===== src/rtl/pwm_pkg.sv =====
package pwm_pkg;

    localparam int WIDE_W   = 13;
    localparam int MID_W    = 10;
    localparam int NARROW_W = 8;
    localparam int N_WIDE   = 2;
    localparam int N_MID    = 2;
    localparam int N_CH     = N_WIDE + N_MID + 1;
    localparam int ADDR_W   = 3;
    localparam int DATA_W   = WIDE_W;
    localparam int SEL_W    = 2;
    localparam int PRE_W    = 7;

    localparam logic [ADDR_W-1:0] A_MID0   = ADDR_W'(N_WIDE);
    localparam logic [ADDR_W-1:0] A_NARROW = ADDR_W'(N_WIDE + N_MID);
    localparam logic [ADDR_W-1:0] A_PERSEL = ADDR_W'(N_WIDE + N_MID + 1);

    typedef enum logic [SEL_W-1:0] {
        PER_1K  = 2'd0,
        PER_8K  = 2'd1,
        PER_16K = 2'd2,
        PER_32K = 2'd3
    } per_sel_e;

    typedef enum logic [0:0] {
        ST_RUN  = 1'b0,
        ST_PEND = 1'b1
    } sel_state_e;

    // last prescaler value of one count step (step length minus one)
    function automatic logic [PRE_W-1:0] step_last(input logic [SEL_W-1:0] s);
        logic [PRE_W-1:0] r;
        unique case (s)
            2'd0:    r = PRE_W'(3);
            2'd1:    r = PRE_W'(31);
            2'd2:    r = PRE_W'(63);
            default: r = PRE_W'(127);
        endcase
        return r;
    endfunction

endpackage


===== src/rtl/pwm_timebase.sv =====
module pwm_timebase #(
    parameter int HI_W = 13,
    parameter int LO_W = 10
) (
    input  logic            clk,
    input  logic            rst_n,
    output logic [HI_W-1:0] count,
    output logic            wrap_hi,
    output logic            wrap_lo
);
    logic [HI_W-1:0] cnt_q;

    always_ff @(posedge clk) begin
        if (!rst_n) cnt_q <= '0;
        else        cnt_q <= cnt_q + 1'b1;
    end

    assign count   = cnt_q;
    assign wrap_hi = &cnt_q;
    assign wrap_lo = &cnt_q[LO_W-1:0];
endmodule


===== src/rtl/pwm_cmp_chan.sv =====
module pwm_cmp_chan #(
    parameter int W = 13
) (
    input  logic         clk,
    input  logic         rst_n,
    input  logic         wr_en,
    input  logic [W-1:0] wr_data,
    input  logic [W-1:0] count,
    input  logic         wrap,
    output logic         pwm
);
    logic [W-1:0] shadow_q;
    logic [W-1:0] act_q;

    always_ff @(posedge clk) begin
        if (!rst_n) begin
            shadow_q <= '0;
            act_q    <= '0;
        end else begin
            if (wr_en) shadow_q <= wr_data;
            if (wrap)  act_q    <= shadow_q;
        end
    end

    assign pwm = (count < act_q);
endmodule


===== src/rtl/pwm_var_chan.sv =====
module pwm_var_chan
    import pwm_pkg::*;
(
    input  logic                clk,
    input  logic                rst_n,
    input  logic                duty_wr,
    input  logic [NARROW_W-1:0] duty_data,
    input  logic                sel_wr,
    input  logic [SEL_W-1:0]    sel_data,
    output logic                pwm
);
    sel_state_e          state_q, state_d;
    logic [SEL_W-1:0]    cur_sel, pend_sel;
    logic [PRE_W-1:0]    presc_q;
    logic [NARROW_W-1:0] cnt_q;
    logic [NARROW_W-1:0] shadow_q, act_q;
    logic                tick, wrap;
    logic                capture, apply;

    assign tick = (presc_q == step_last(cur_sel));
    assign wrap = tick && (&cnt_q);

    // state register
    always_ff @(posedge clk) begin
        if (!rst_n) state_q <= ST_RUN;
        else        state_q <= state_d;
    end

    // next state and control outputs
    always_comb begin
        state_d = state_q;
        capture = 1'b0;
        apply   = 1'b0;
        unique case (state_q)
            ST_RUN: begin
                if (sel_wr && (sel_data != cur_sel)) begin
                    capture = 1'b1;
                    state_d = ST_PEND;
                end
            end
            ST_PEND: begin
                if (wrap) begin
                    apply = 1'b1;
                    if (sel_wr && (sel_data != pend_sel)) begin
                        capture = 1'b1;
                        state_d = ST_PEND;
                    end else begin
                        state_d = ST_RUN;
                    end
                end else if (sel_wr) begin
                    capture = 1'b1;
                end
            end
            default: state_d = ST_RUN;
        endcase
    end

    // datapath
    always_ff @(posedge clk) begin
        if (!rst_n) begin
            cur_sel  <= PER_1K;
            pend_sel <= PER_1K;
            presc_q  <= '0;
            cnt_q    <= '0;
            shadow_q <= '0;
            act_q    <= '0;
        end else begin
            if (capture) pend_sel <= sel_data;
            if (apply)   cur_sel  <= pend_sel;
            if (tick || apply) presc_q <= '0;
            else               presc_q <= presc_q + 1'b1;
            if (apply)     cnt_q <= '0;
            else if (tick) cnt_q <= cnt_q + 1'b1;
            if (duty_wr) shadow_q <= duty_data;
            if (wrap)    act_q    <= shadow_q;
        end
    end

    assign pwm = (cnt_q < act_q);
endmodule


===== src/rtl/pwm_bank.sv =====
module pwm_bank
    import pwm_pkg::*;
(
    input  logic              clk,
    input  logic              rst_n,
    input  logic              wr_en,
    input  logic [ADDR_W-1:0] wr_addr,
    input  logic [DATA_W-1:0] wr_data,
    output logic [N_CH-1:0]   pwm_out
);
    logic [WIDE_W-1:0] tb_count;
    logic              tb_wrap_hi, tb_wrap_lo;

    pwm_timebase #(.HI_W(WIDE_W), .LO_W(MID_W)) u_tb (
        .clk     (clk),
        .rst_n   (rst_n),
        .count   (tb_count),
        .wrap_hi (tb_wrap_hi),
        .wrap_lo (tb_wrap_lo)
    );

    for (genvar i = 0; i < N_WIDE; i++) begin : g_wide
        pwm_cmp_chan #(.W(WIDE_W)) u_ch (
            .clk     (clk),
            .rst_n   (rst_n),
            .wr_en   (wr_en && (wr_addr == ADDR_W'(i))),
            .wr_data (wr_data[WIDE_W-1:0]),
            .count   (tb_count),
            .wrap    (tb_wrap_hi),
            .pwm     (pwm_out[i])
        );
    end

    for (genvar j = 0; j < N_MID; j++) begin : g_mid
        pwm_cmp_chan #(.W(MID_W)) u_ch (
            .clk     (clk),
            .rst_n   (rst_n),
            .wr_en   (wr_en && (wr_addr == A_MID0 + ADDR_W'(j))),
            .wr_data (wr_data[MID_W-1:0]),
            .count   (tb_count[MID_W-1:0]),
            .wrap    (tb_wrap_lo),
            .pwm     (pwm_out[N_WIDE+j])
        );
    end

    pwm_var_chan u_var (
        .clk       (clk),
        .rst_n     (rst_n),
        .duty_wr   (wr_en && (wr_addr == A_NARROW)),
        .duty_data (wr_data[NARROW_W-1:0]),
        .sel_wr    (wr_en && (wr_addr == A_PERSEL)),
        .sel_data  (wr_data[SEL_W-1:0]),
        .pwm       (pwm_out[N_CH-1])
    );
endmodule


===== config.mk =====
export PLATFORM = sky130hd
export DESIGN_NAME = pwm_bank
export DESIGN_NICKNAME = d
export VERILOG_FILES = /design/src/rtl/pwm_pkg.sv /design/src/rtl/pwm_timebase.sv /design/src/rtl/pwm_cmp_chan.sv /design/src/rtl/pwm_var_chan.sv /design/src/rtl/pwm_bank.sv
export SDC_FILE = /design/constraint.sdc
export NUM_CORES = 1
export LEC_CHECK = 0
export BUFFER_PORTS_ARGS = -buffer_cell sky130_fd_sc_hd__buf_4
export CORE_MARGIN = 2
export CORE_UTILIZATION = 35
export CTS_CLUSTER_SIZE = 20
export DETAILED_ROUTE_END_ITERATION = 16
export SYNTH_ARGS = -nofsm -noshare
export SYNTH_HDL_FRONTEND = slang
export SYNTH_HIERARCHICAL = 1
export SYNTH_SLANG_ARGS = --single-unit

===== constraint.sdc =====
create_clock -name clk -period 2 [get_ports clk]
set_input_delay 0 -clock clk [delete_from_list [all_inputs] [get_ports clk]]
set_output_delay 0 -clock clk [all_outputs]
set_load 0.01 [all_outputs]

After elaboration in Yosys (flattened, before gate mapping)
Index checks and enable logic that the tools add are counted.
{ "word_totals": {"inputBits": 19, "latchBits": 0, "reg_bits": 141, "rom_bits": 0, "out_inout_bits": 5, "n_memories": 0, "ram_bits": 0} }
{ "op_classes": {"reduce_logical": 17, "n_bitwise": 2, "muxes": 10, "addsub": 3, "div_mod_pow": 0, "shift": 0, "n_lt_le_gt_ge": 5, "n_eq_ne": 10, "mul": 0} }
{ "ops": {"columns": ["operator", "count"], "rows": [
  ["less-than comparator 13 bit", 2],
  ["case mux 7 bit (3 select lines)", 1],
  ["less-than comparator 10 bit", 2],
  ["adder 13 x 1 -> 13 bit, second input constant", 1],
  ["AND reduction 13 bit", 1],
  ["AND reduction 10 bit", 1],
  ["logical AND 1 bit", 9],
  ["adder 8 x 1 -> 8 bit, second input constant", 1],
  ["less-than comparator 8 bit", 1],
  ["AND reduction 8 bit", 1],
  ["adder 7 x 1 -> 7 bit, second input constant", 1],
  ["equality test 7 bit", 1],
  ["2-to-1 mux 1 bit", 7],
  ["equality test 3 x 2 -> 1 bit, second input constant", 2],
  ["equality test 3 bit, second input constant", 2],
  ["inequality test 2 bit", 2],
  ["case mux 1 bit (2 select lines)", 2],
  ["OR reduction 2 bit", 2],
  ["equality test 3 x 1 -> 1 bit, second input constant", 1],
  ["zero test 3 bit", 1],
  ["equality test 2 x 1 -> 1 bit, second input constant", 1],
  ["equality test 2 bit, second input constant", 1],
  ["zero test 2 bit", 1],
  ["NOT 1 bit", 2],
  ["logical OR 1 bit", 1]
]} }

Logic depth before layout (Yosys ltp)
Gate-level depths: netlist (run 1).
{ "depth": {"word_depth": 8, "mapped_depth": 7, "depth_no_buf": 6} }

Hierarchy
The synthesis (run 1) kept the hierarchy.
{ "modules_own_cells": {"columns": ["module", "seq_area_each_um2", "cells_per_inst", "area_per_inst_um2", "instances"], "rows": [
  ["pwm_cmp_chan (g_mid[0].u_ch ...)", 400.4, 96, 975.9, 2],
  ["pwm_var_chan", 720.7, 195, 1731.7, 1],
  ["pwm_cmp_chan (g_wide[0].u_ch)", 520.5, 127, 1310.0, 1],
  ["pwm_cmp_chan (g_wide[1].u_ch)", 520.5, 127, 1291.2, 1],
  ["pwm_timebase", 260.2, 63, 575.6, 1],
  ["pwm_bank", 0.0, 6, 75.1, 1]
]} }

Worst setup path before layout (run 1)
OpenSTA, ideal clock, no wires.
{ "synth_path": {"path_kind": "flip-flop to flip-flop", "from": "register u_tb.cnt_q[1], in the netlist u_tb/count[1]", "to": "register g_wide[1].u_ch.act_q[10]", "required_ns": 1.884, "arrival_time_ns": 1.708, "setup_ns": 0.116, "path_stages_with_launch": 8, "slack_ns": 0.176, "synth_period_minus_slack_ns": 1.824, "path_cell_list": "dfxtp_1 -> ha_1 -> nand3_2 -> nor3_1 -> buf_4 -> buf_6 -> mux2i_1 -> nor2b_1"} }
{ "synth_via": {"elab_chain_len": 1} }
{ "synth_lines": {"columns": ["item", "line_no", "text"], "rows": [
  ["start: declaration", "pwm_timebase.sv:11", "logic [HI_W-1:0] cnt_q;"],
  ["start signal: assignment", "pwm_timebase.sv:15", "else cnt_q <= cnt_q + 1'b1;"],
  ["AND reduction 13 bit", "pwm_timebase.sv:19", "assign wrap_hi = &cnt_q;"],
  ["via tb_wrap_hi", "pwm_bank.sv:12", "logic tb_wrap_hi, tb_wrap_lo;"],
  ["end signal: assignment", "pwm_cmp_chan.sv:21", "if (wrap) act_q <= shadow_q;"],
  ["end: declaration", "pwm_cmp_chan.sv:13", "logic [W-1:0] act_q;"]
]} }
The timed path passes the listed nets, and every way through them passes these cells.
A chain may end at the register's enable or synchronous reset.

Final worst setup path (run 1)
{ "layout_path": {"from": "register u_tb.cnt_q[2], in the netlist u_tb/count[2]", "to": "output pwm_out[1]"} }
{ "layout_via": {"elab_chain_len": 1} }
{ "layout_lines": {"columns": ["item", "line_no", "text"], "rows": [
  ["less-than comparator 13 bit", "pwm_cmp_chan.sv:25", "assign pwm = (count < act_q);"],
  ["end: declaration", "pwm_bank.sv:9", "output logic [N_CH-1:0] pwm_out"]
]} }
No other way between the ends.

==> results of run 1 <==
==> cell families after synthesis <==
| logic type | after synthesis | share of synthesized area (%) |
|---|---|---|
| AOI/OAI and AO/OA | 78 | 7.13 |
| DFF | 141 | 40.7 |
| buffers and inverters | 81 | 5.61 |
| muxes | 108 | 15.6 |
| and+or+nand+nor | 236 | 19.8 |
| adders and majority gates | 52 | 9.38 |
| xor gates and xnor gates | 14 | 1.77 |
==> cell usage after synthesis, drive strengths merged, types with 2 or more instances <==
library cell and n:
dfxtp 141, nor3b 2, and4 3, a31oi 3
nor4b 2, o21ai 24, o2bb2ai 2, xor2 5
inv 52, a21oi 26, xnor2 9, or3 4
a211oi 3, a21o 2, nand2b 9, nor3 3
a41oi 2, nand3b 2, nor2b 103, mux2i 108
buf 12, nor2 19, and4b 2, nand3 20
nand4 7, and2 3, or4 2, o31ai 4
o21a 3, o211ai 2, nand2 46, clkbuf 16
ha 52, a21boi 3, and3 4, and4bb 3
==> state kept, by name (all words and copies together) (netlist names) <==
register	cells
g_wide.u_ch/act_q	26
g_wide.u_ch/shadow_q	26
g_mid.u_ch/act_q	20
g_mid.u_ch/shadow_q	20
u_tb/count	13
u_var/act_q	8
u_var/cnt_q	8
u_var/shadow_q	8
u_var/presc_q	7
u_var/cur_sel	2
u_var/pend_sel	2
u_var/state_q	1
==> metal layers <==
metal / share of wire [%] / up-vias / wire (um) / track usage [%]
li1: - / 2513 / - / -
met1: 52 / 2190 / 7290 / 20.2
met2: 44 / 50 / 6130 / 21.4
met3: 2.4 / 20 / 342 / 3.06
met4: 2.0 / 0 / 274 / 6.90
met5: 0 / - / 0 / 0
==> worst register-to-register path: stages, from the launching register on <==
cell,delay (ps)
dfxtp_1,360
or4_4,560
o21ai_4,170
nand2_2,60
or4b_1,490
a21boi_1,150
==> final timing paths <==
path	from	end	slack, ps	depth (start not counted)
worst max register to register	u_var/cur_sel[0]	u_var/cnt_q[5]	120	5
worst max-delay path	u_tb/count[2]	pwm_out[1]	50	6
worst min-delay path	wr_en	u_var/state_q	160	4
worst min register to register	u_var/presc_q[0]	u_var/presc_q[0]	450	1
==> final cells by class <==
type / instances / area (sq um)
fillers: 1899 / 11100
multi-input cells: 488 / 3850
flip-flops and latches: 141 / 2840
repair buffers: 55 / 502
clock buffers: 18 / 439
well taps: 265 / 332
clock inverters: 14 / 216
inverters: 53 / 199
==> power by group through the flow <==
stage | combinational [mW] | sequential [mW] | clock (mW)
floorplan | 0.221 | 2.94 | 0
global placement | 0.376 | 2.93 | 0
detailed placement | 0.379 | 2.94 | 0
CTS | 0.409 | 2.87 | 3.56
global route | 0.461 | 2.88 | 3.69
finish | 0.419 | 2.87 | 3.49
==> what timing repair did <==
item,4_1_cts,5_1_grt
setup buffers,0,1
hold endpoints to repair,67,0
hold buffers,14,0
endpoints found under the setup margin,5,5
pin swaps,1,6
gates resized for setup,10,18
==> run_results.csv, run 1 <==
group,metric,value,unit
power_and_ir_drop,p_clk_share,51.5,%
placement,placed_cell_area,0.00745,sq mm
cts,h-tree-depth,4,
timing,fin_ws,45.1,ps
die,initial_core_util,35.6,%
worst_setup_path,worst-path-buf-inv,1,
global_route,grt_overflow,0,
logic_synthesis,synthCells,710,
detailed_routing,first_pass_iters,4,
global_route,grt_max_degree,68,
timing,finalCriticalPeriod,1950,ps
logic_synthesis,synth_ff_type,"dfxtp_1",
logic_synthesis,synth_area_leaders,"dfxtp_1 41%, mux2i_1 16%, ha_1 9.4%, nor2b_1 9.3%, inv_1 2.8%",
placement,place_inst,987,
cells_and_area,antenna_cells,0,
cells_and_area,drive_above_1_share,14.4,%
cts,ctsLongestPathBuffers,2,
power_and_ir_drop,combPwrFrac,6.2,%
worst_setup_path,critPathSlowestCell,"dfxtp_4",
cts,cts_buffers,17,
cells_and_area,final_cell_mix,"133 x dfxtp_1, 108 x mux2i_1, 103 x nor2b_1, 52 x inv_1, 48 x ha_1",
cells_and_area,mostFrequentLayoutCell,"dfxtp_1",
outcome,status,"finished, final reports clean",
detailed_routing,first_iter_violations,251,
logic_synthesis,synth_top_area_share,40.7,%
timing,setup-violations-final,0,
timing,fin_tns_setup,0,ps
power_and_ir_drop,p_leak,2.88,nW
die,coreArea,0.0195,sq mm
cells_and_area,finalNonFillerCells,1034,
worst_setup_path,crit_arrival,1950,ps
worst_setup_path,required,2000,ps
placement,dp_hpwl,9.71,mm
cts,tritoncts,"built",
timing,hold_ws,164,ps
timing,slew_headroom,60.6,%
worst_setup_path,cpPeakStageDelay,370,ps
timing,max_freq,512,MHz
timing,rsz0062_at_grt,"true",
power_and_ir_drop,p_seq_share,42.3,%
logic_synthesis,seq_area_frac_synth,40.7,%
global_route,grt_usage,14.6,%
logic_synthesis,syn_area_per_cell,9.77,sq um
cts,clkSlewWorstSetupHoldPaths,60,ps
power_and_ir_drop,switching_share,21.8,%
detailed_routing,wl,14.0,mm
global_route,antenna_found_initial,0,
detailed_routing,avgViaCountPerCell,4.62,
logic_synthesis,syn_nets,781,
cells_and_area,post-route-util,43.0,%
die,rows,51,
logic_synthesis,synthArstFlopShare,0,%
detailed_routing,drc,0,
cells_and_area,final_area,0.00837,sq mm
job,drv_cap,0,
die,dieWidth,145,um
cells_and_area,layout.nets,827,
die,die_h,145,um
timing,finalCritPeriodShare,97.7,%
worst_setup_path,crit_type,"reg2out",
timing,maxSlewViolCount,0,
cells_and_area,area_growth,20.7,%
detailed_routing,via_count,4773,
worst_setup_path,critPathLaunchType,"flop",
detailed_routing,final_antenna_net_count,0,
timing,finClkSkew,7.57,ps
global_route,grt_pass1_wl,23.6,mm
worst_setup_path,endpoint_kind,"primary output",
worst_setup_path,cp_max_fo,5,
logic_synthesis,synth_edf_count,0,
power_and_ir_drop,switching_power,1.48,mW
logic_synthesis,ys_types,53,
logic_synthesis,yosys_warnings,6,
power_and_ir_drop,power,6.78,mW
placement,place_ws,161,ps
cts,root_buffer,"clkbuf_16",
logic_synthesis,syn_area,0.00694,sq mm
global_route,grt_pass1_vias,4528,
cts,clock-sinks,141,
logic_synthesis,synth-seq-cells,141,
die,dieArea,0.0210,sq mm
power_and_ir_drop,p_int,5.31,mW
placement,gp_congestion,0.813,
detailed_routing,wire_per_inst,13.6,um
cts,clk_latency,430,ps
placement,io_buffers,23,
timing,hold_violations,0,
power_and_ir_drop,peakVddDrop,0.590,mV
timing,worst-slew-pin-transition,591,ps
die,num_io_pins,24,
min_path,min-delay-path-class,"in2reg",
power_and_ir_drop,p_per_area,810,mW/mm^2
worst_setup_path,cp_top_family,"compound AO/OA/AOI/OAI gates",
worst_setup_path,path_cells,"ha_4 > a21o_1 > a31oi_4 > o21ai_4 > a211oi_2 > buf_4",
logic_synthesis,yosys.area.top_type,"dfxtp_1",
No activity file was read; power rests on OpenSTA's default activity.
==> run 2: changes to the inputs <==
Settings changed: CORE_MARGIN 2 to 3, SETUP_SLACK_MARGIN set to 0.2.
==> run 2 against run 1 <==
Net effect: worst setup slack improved by 100 ps; first-iteration DRC count shrank 37%; die area grew 2.8%; clock skew decreased by 2.3 ps; critical endpoint is now pwm_out[0].
==> run_results.csv, run 2 (same netlist as run 1, synthesis figures left out) <==
group,metric,value,unit
power_and_ir_drop,p_clk_share,51.9,%
worst_setup_path,r2r-end,"u_var/cnt_q[5]",
worst_setup_path,critPathLaunchType,"flop",
cts,cts_buffers,17,
global_route,grt_usage,13.5,%
die,initial_core_util,36.3,%
cts,clkSlewWorstSetupHoldPaths,60,ps
cells_and_area,largestRegisters,"g_wide.u_ch/act_q: 26 flops, g_wide.u_ch/shadow_q: 26 flops",
detailed_routing,wl,14.3,mm
placement,gp_congestion,0.770,
cells_and_area,drive_above_1_share,19.0,%
detailed_routing,via_count,4901,
timing,hold_violations,0,
power_and_ir_drop,switching_power,1.46,mW
die,dieWidth,147,um
power_and_ir_drop,p_per_area,793,mW/mm^2
cells_and_area,post-route-util,45.2,%
timing,max_freq,540,MHz
cts,clock-sinks,141,
power_and_ir_drop,combPwrFrac,6.2,%
global_route,grt_pass1_vias,4815,
die,dieArea,0.0215,sq mm
cells_and_area,final_cell_mix,"126 x dfxtp_1, 108 x mux2i_1, 103 x nor2b_1, 50 x inv_1, 45 x nand2_1",
worst_setup_path,cp_max_fo,5,
cells_and_area,nFillCells,1838,
worst_setup_path,crit_arrival,1850,ps
detailed_routing,drc,0,
timing,maxSlewViolCount,0,
placement,dp_hpwl,9.68,mm
min_path,hold_start,"rst_n",
worst_setup_path,crit_type,"reg2out",
cts,ctsLongestPathBuffers,2,
cts,h-tree-depth,4,
worst_setup_path,required,2000,ps
cts,root_buffer,"clkbuf_16",
worst_setup_path,rr_worst_depth,5,
min_path,min-delay-path-class,"in2reg",
power_and_ir_drop,p_seq_share,41.9,%
global_route,grt_overflow,0,
timing,slew_headroom,62.5,%
die,rows,50,
cells_and_area,antenna_cells,0,
min_path,min_to,"g_wide[1].u_ch/act_q[2]",
detailed_routing,avgViaCountPerCell,4.73,
worst_setup_path,r2r_setup_slack,190,ps
timing,finClkSkew,5.31,ps
worst_setup_path,endpoint_kind,"primary output",
timing,rsz0062_at_grt,"true",
cells_and_area,area_growth,24.4,%
cells_and_area,layout.nets,835,
timing,finalCriticalPeriod,1850,ps
power_and_ir_drop,power,6.84,mW
global_route,grt_pass1_wl,23.8,mm
detailed_routing,wire_per_inst,13.8,um
power_and_ir_drop,p_leak,2.97,nW
timing,setup-violations-final,0,
job,drv_cap,0,
cts,clk_latency,410,ps
global_route,antenna_found_initial,0,
detailed_routing,first_iter_violations,157,
timing,finalCritPeriodShare,92.5,%
die,coreArea,0.0191,sq mm
timing,worst-slew-pin-transition,562,ps
power_and_ir_drop,peakVddDrop,0.398,mV
outcome,status,"finished, final reports clean",
detailed_routing,first_pass_iters,4,
die,num_io_pins,24,
cells_and_area,mostFrequentLayoutCell,"dfxtp_1",
min_path,whs_path_depth,2,
global_route,grt_max_degree,44,
timing,fin_tns_setup,0,ps
detailed_routing,final_antenna_net_count,0,
timing,hold_ws,50.7,ps
die,die_h,147,um
worst_setup_path,crit-reg2reg-launch,"u_var/cur_sel[1]",
power_and_ir_drop,switching_share,21.4,%
power_and_ir_drop,p_int,5.38,mW
placement,io_buffers,23,
cts,tritoncts,"built",
run 2: cell types whose count changed in the layout (fill, tap and decap cells not counted), moves of 4 or more:
| cell | previous run | this run |
|---|---|---|
| dfxtp_4 | 3 | 7 |
| buf_4 | 36 | 43 |
| ha_1 | 48 | 37 |
| dfxtp_1 | 133 | 126 |
| ha_4 | 3 | 13 |
run 2: power groups by stage:
stage	Sequential, mW	Clock (mW)	Combinational (mW)
floorplan	2.94	0	0.221
global placement	2.94	0	0.378
detailed placement	2.94	0	0.379
CTS	2.87	3.63	0.427
global route	2.87	3.75	0.469
finish	2.87	3.55	0.427
run 2: how the worst max path moves through the flow:
stage | from | endpoint
2_1_floorplan | u_tb/count[1] | g_mid[0].u_ch/act_q[0]
3_3_place_gp | u_var/presc_q[4] | u_var/cnt_q[5]
4_1_cts | u_tb/count[2] | pwm_out[0]
3_5_place_dp | u_var/presc_q[0] | u_var/cnt_q[5]
5_1_grt | g_wide[1].u_ch/act_q[2] | pwm_out[1]
6_report | u_tb/count[2] | pwm_out[0]
run 2: area by class of cell:
cell class / count / area (sq um) / share of cell area (%)
inverter: 53 / 199 / 2.31
multi-input combinational: 488 / 4010 / 46.5
tap: 260 / 325 / 3.77
clock buffer: 20 / 467 / 5.41
timing repair buffer: 63 / 558 / 6.47
clock inverter: 12 / 206 / 2.39
sequential: 141 / 2860 / 33.1
run 2: per-layer routing:
layer	vias up	global-route usage (%)	part of all wire [%]
li1	2536	-	-
met1	2308	18.2	51
met2	37	21.4	46
met3	20	2.44	1.7
met4	0	5.69	1.8
met5	-	0	0
run 2: critical path, cell delays in order, from the launching register on:
cell and delay (ps):
dfxtp_4 370, ha_1 320, a21o_1 170, a31oi_2 190, o21ai_2 90, a21oi_2 150, buf_4 140
run 2: what timing repair did:
item                                   CTS  global route
buffers inserted                         6             3
hold buffers                            13             0
resized for setup                       47            17
endpoints found under the hold margin   56             0
setup endpoints to repair                6            31
pin swaps                               15            14
run 2: metrics by stage:
stage	setup WS, ps	cell area, sq um	instances
3_3_place_gp	239	7440	983
2_1_floorplan	194	6940	710
6_report	150	8630	1037
3_5_place_dp	201	7440	983
4_1_cts	93.7	8550	1034
5_1_grt	63.0	8630	1037
==> run 3: changes to the inputs <==
Settings changed: ABC_AREA set to 1.
==> run 3 against run 2 <==
Net effect: sequential share of layout area up 1.0 points; synthesized area down 3.4%; worst setup slack better by 78 ps; final area down 3.4%; first-iteration DRC count up 98%; critical path type unchanged; combinational power down 2%.
==> run_results.csv, run 3 <==
group,metric,value,unit
outcome,status,"finished, final reports clean",
detailed_routing,first_pass_iters,4,
cts,clkSlewWorstSetupHoldPaths,60,ps
global_route,grt_overflow,0,
timing,hold_ws,97.0,ps
logic_synthesis,synth_common_cells,"176 x nor2_1, 141 x dfxtp_1, 116 x nand2_1",
min_path,min_to,"u_var/shadow_q[5]",
die,dieWidth,144,um
timing,max_freq,564,MHz
worst_setup_path,cpPeakStageDelay,320,ps
timing,finalCriticalPeriod,1770,ps
worst_setup_path,cp_max_fo,6,
timing,rsz0062_at_grt,"true",
power_and_ir_drop,peakVddDrop,0.553,mV
power_and_ir_drop,p_seq_share,44.5,%
worst_setup_path,critPathLaunchType,"flop",
power_and_ir_drop,p_int,5.04,mW
detailed_routing,wire_per_inst,13.1,um
detailed_routing,first_iter_violations,311,
cells_and_area,final_cell_mix,"167 x nor2_1, 128 x dfxtp_1, 104 x nand2_1, 103 x inv_1, 74 x a21oi_1",
logic_synthesis,synth-seq-cells,141,
die,dieArea,0.0208,sq mm
timing,maxSlewViolCount,0,
cells_and_area,nFillCells,1823,
logic_synthesis,synthCells,894,
placement,gp_congestion,0.781,
worst_setup_path,required,2000,ps
worst_setup_path,path_cells,"buf_6 > ha_1 > nand2_1 > nor2_2 > nand4_1 > nor2_1 > nor2_2 > buf_4",
placement,placed_cell_area,0.00713,sq mm
timing,fin_tns_setup,0,ps
cells_and_area,post-route-util,45.3,%
cells_and_area,mostFrequentLayoutCell,"nor2_1",
power_and_ir_drop,combPwrFrac,6.4,%
cts,clk_latency,420,ps
logic_synthesis,synth_edf_count,0,
global_route,grt_pass1_wl,25.7,mm
global_route,grt_max_degree,55,
power_and_ir_drop,switching_power,1.45,mW
die,die_h,144,um
worst_setup_path,crit-reg2reg-launch,"u_tb/count[0]",
detailed_routing,drc,0,
worst_setup_path,cp_top_family,"simple AND/OR/NAND/NOR gates",
power_and_ir_drop,switching_share,22.4,%
global_route,grt_usage,15.5,%
logic_synthesis,synthArstFlopShare,0,%
detailed_routing,final_antenna_net_count,0,
placement,place_inst,1138,
placement,dp_hpwl,10.6,mm
die,rows,49,
logic_synthesis,synth.most_common_cell,"nor2_1",
logic_synthesis,syn_area_per_cell,7.50,sq um
min_path,min-delay-path-class,"in2reg",
logic_synthesis,syn_nets,965,
detailed_routing,avgViaCountPerCell,4.74,
worst_setup_path,crit_type,"reg2out",
cells_and_area,layout.nets,1017,
cells_and_area,area_growth,24.3,%
logic_synthesis,ys_types,35,
worst_setup_path,r2r_setup_slack,340,ps
logic_synthesis,syn_area,0.00670,sq mm
cts,clock-sinks,141,
min_path,hold_start,"rst_n",
cells_and_area,seqCellArea,0.00285,sq mm
power_and_ir_drop,p_clk_share,49.0,%
detailed_routing,wl_met1,7.66,mm
timing,finalCritPeriodShare,88.6,%
detailed_routing,highest_layer,"met4",
cells_and_area,antenna_cells,0,
worst_setup_path,critPathSlowestCell,"dfxtp_2",
detailed_routing,wl,15.5,mm
placement,io_buffers,23,
logic_synthesis,synth_area_leaders,"dfxtp_1 42%, nor2_1 9.9%, ha_1 9.7%, nand2_1 6.5%, inv_1 5.9%",
timing,setup-violations-final,0,
logic_synthesis,yosys.area.top_type,"dfxtp_1",
cts,ctsLongestPathBuffers,2,
job,drv_cap,0,
power_and_ir_drop,p_per_area,779,mW/mm^2
power_and_ir_drop,power,6.49,mW
worst_setup_path,crit_arrival,1770,ps
timing,hold_violations,0,
placement,place_ws,295,ps
cts,h-tree-depth,4,
cts,tritoncts,"built",
timing,slew_headroom,63.2,%
cells_and_area,final_area,0.00833,sq mm
logic_synthesis,synth_ff_type,"dfxtp_1",
die,num_io_pins,24,
global_route,antenna_found_initial,0,
logic_synthesis,yosys_warnings,6,
cells_and_area,drive_above_1_share,18.0,%
global_route,grt_pass1_vias,5166,
cells_and_area,multi_input_area,0.00363,sq mm
cells_and_area,largestRegisters,"g_wide.u_ch/act_q: 26 flops, g_wide.u_ch/shadow_q: 26 flops",
worst_setup_path,worst_path_most_repeated_cell,"nor2_2",
logic_synthesis,synth_top_area_share,42.1,%
timing,fin_ws,227,ps
timing,finClkSkew,6.55,ps
timing,worst-slew-pin-transition,552,ps
detailed_routing,via_count,5629,
worst_setup_path,rr_worst_depth,8,
worst_setup_path,r2r-end,"g_mid[0].u_ch/act_q[6]",
min_path,whs_path_depth,3,
cts,cts_buffers,17,
cts,root_buffer,"clkbuf_16",
die,coreArea,0.0184,sq mm
worst_setup_path,endpoint_kind,"primary output",
power_and_ir_drop,p_leak,3.55,nW
detailed_routing,wl_met2,7.12,mm
detailed_routing,met3_length,483,um
cells_and_area,finalNonFillerCells,1187,
worst_setup_path,worst-path-buf-inv,2,
die,initial_core_util,36.4,%
logic_synthesis,seq_area_frac_synth,42.1,%
## run 3: worst max-delay path by stage
stage / from / end / slack (ps) / cells past startpoint
after global placement: u_tb/count[0] / g_wide[1].u_ch/act_q[1] / 350 / 8
final: u_tb/count[9] / pwm_out[1] / 230 / 8
after CTS: u_tb/count[9] / pwm_out[3] / 200 / 7
after floorplan: u_tb/count[1] / g_wide[0].u_ch/act_q[10] / 390 / 9
after global routing: u_tb/count[3] / pwm_out[1] / 120 / 10
after detailed placement: u_var/cnt_q[1] / u_var/pend_sel[0] / 300 / 9
## run 3: worst register-to-register path, stage by stage (launching register included)
cell,delay [ps]
dfxtp_1,330
ha_1,220
nand2_2,90
nor2_4,170
nand2_2,90
nor2_4,190
inv_2,180
o21ai_0,210
a21oi_1,60
## run 3: logic make-up (layout without fill, tap and decap cells)
group                      Yosys count  in the layout  synth area share (%)
adders and majority gates           52             52                  9.71
xor gates and xnor gates            13             13                  1.70
AOI/OAI and AO/OA                  198            198                  15.0
DFF                                141            141                  42.1
buffers and inverters              140            204                  8.96
and+or+nand+nor                    350            350                  22.5
## run 3: layer usage
layer	up-vias	track usage (%)
li1	2992	-
met1	2542	20.9
met2	75	24.6
met3	20	3.44
met4	0	5.30
met5	-	0
## run 3: what timing repair did
| item | 4_1_cts | 5_1_grt |
|---|---|---|
| hold buffers | 13 | 0 |
| hold endpoints to repair | 54 | 0 |
| resized for setup | 24 | 59 |
| buffers inserted | 2 | 3 |
| pin swaps | 10 | 21 |
| setup endpoints to repair | 4 | 37 |
## run 3: final cells by class
cell class | count | area share (%)
well taps | 229 | 3.44
clock buffers | 20 | 5.48
clock inverters | 11 | 1.71
flip-flops and latches | 141 | 34.2
multi-input cells | 613 | 43.6
repair buffers | 58 | 6.37
inverters | 115 | 5.26
## run 3: power by group through the flow
stage	combinational (mW)	sequential (mW)	clock (mW)
2_1_floorplan	0.223	2.95	0
3_3_place_gp	0.372	2.95	0
3_5_place_dp	0.377	2.95	0
4_1_cts	0.411	2.89	3.25
5_1_grt	0.475	2.90	3.39
6_report	0.418	2.89	3.18
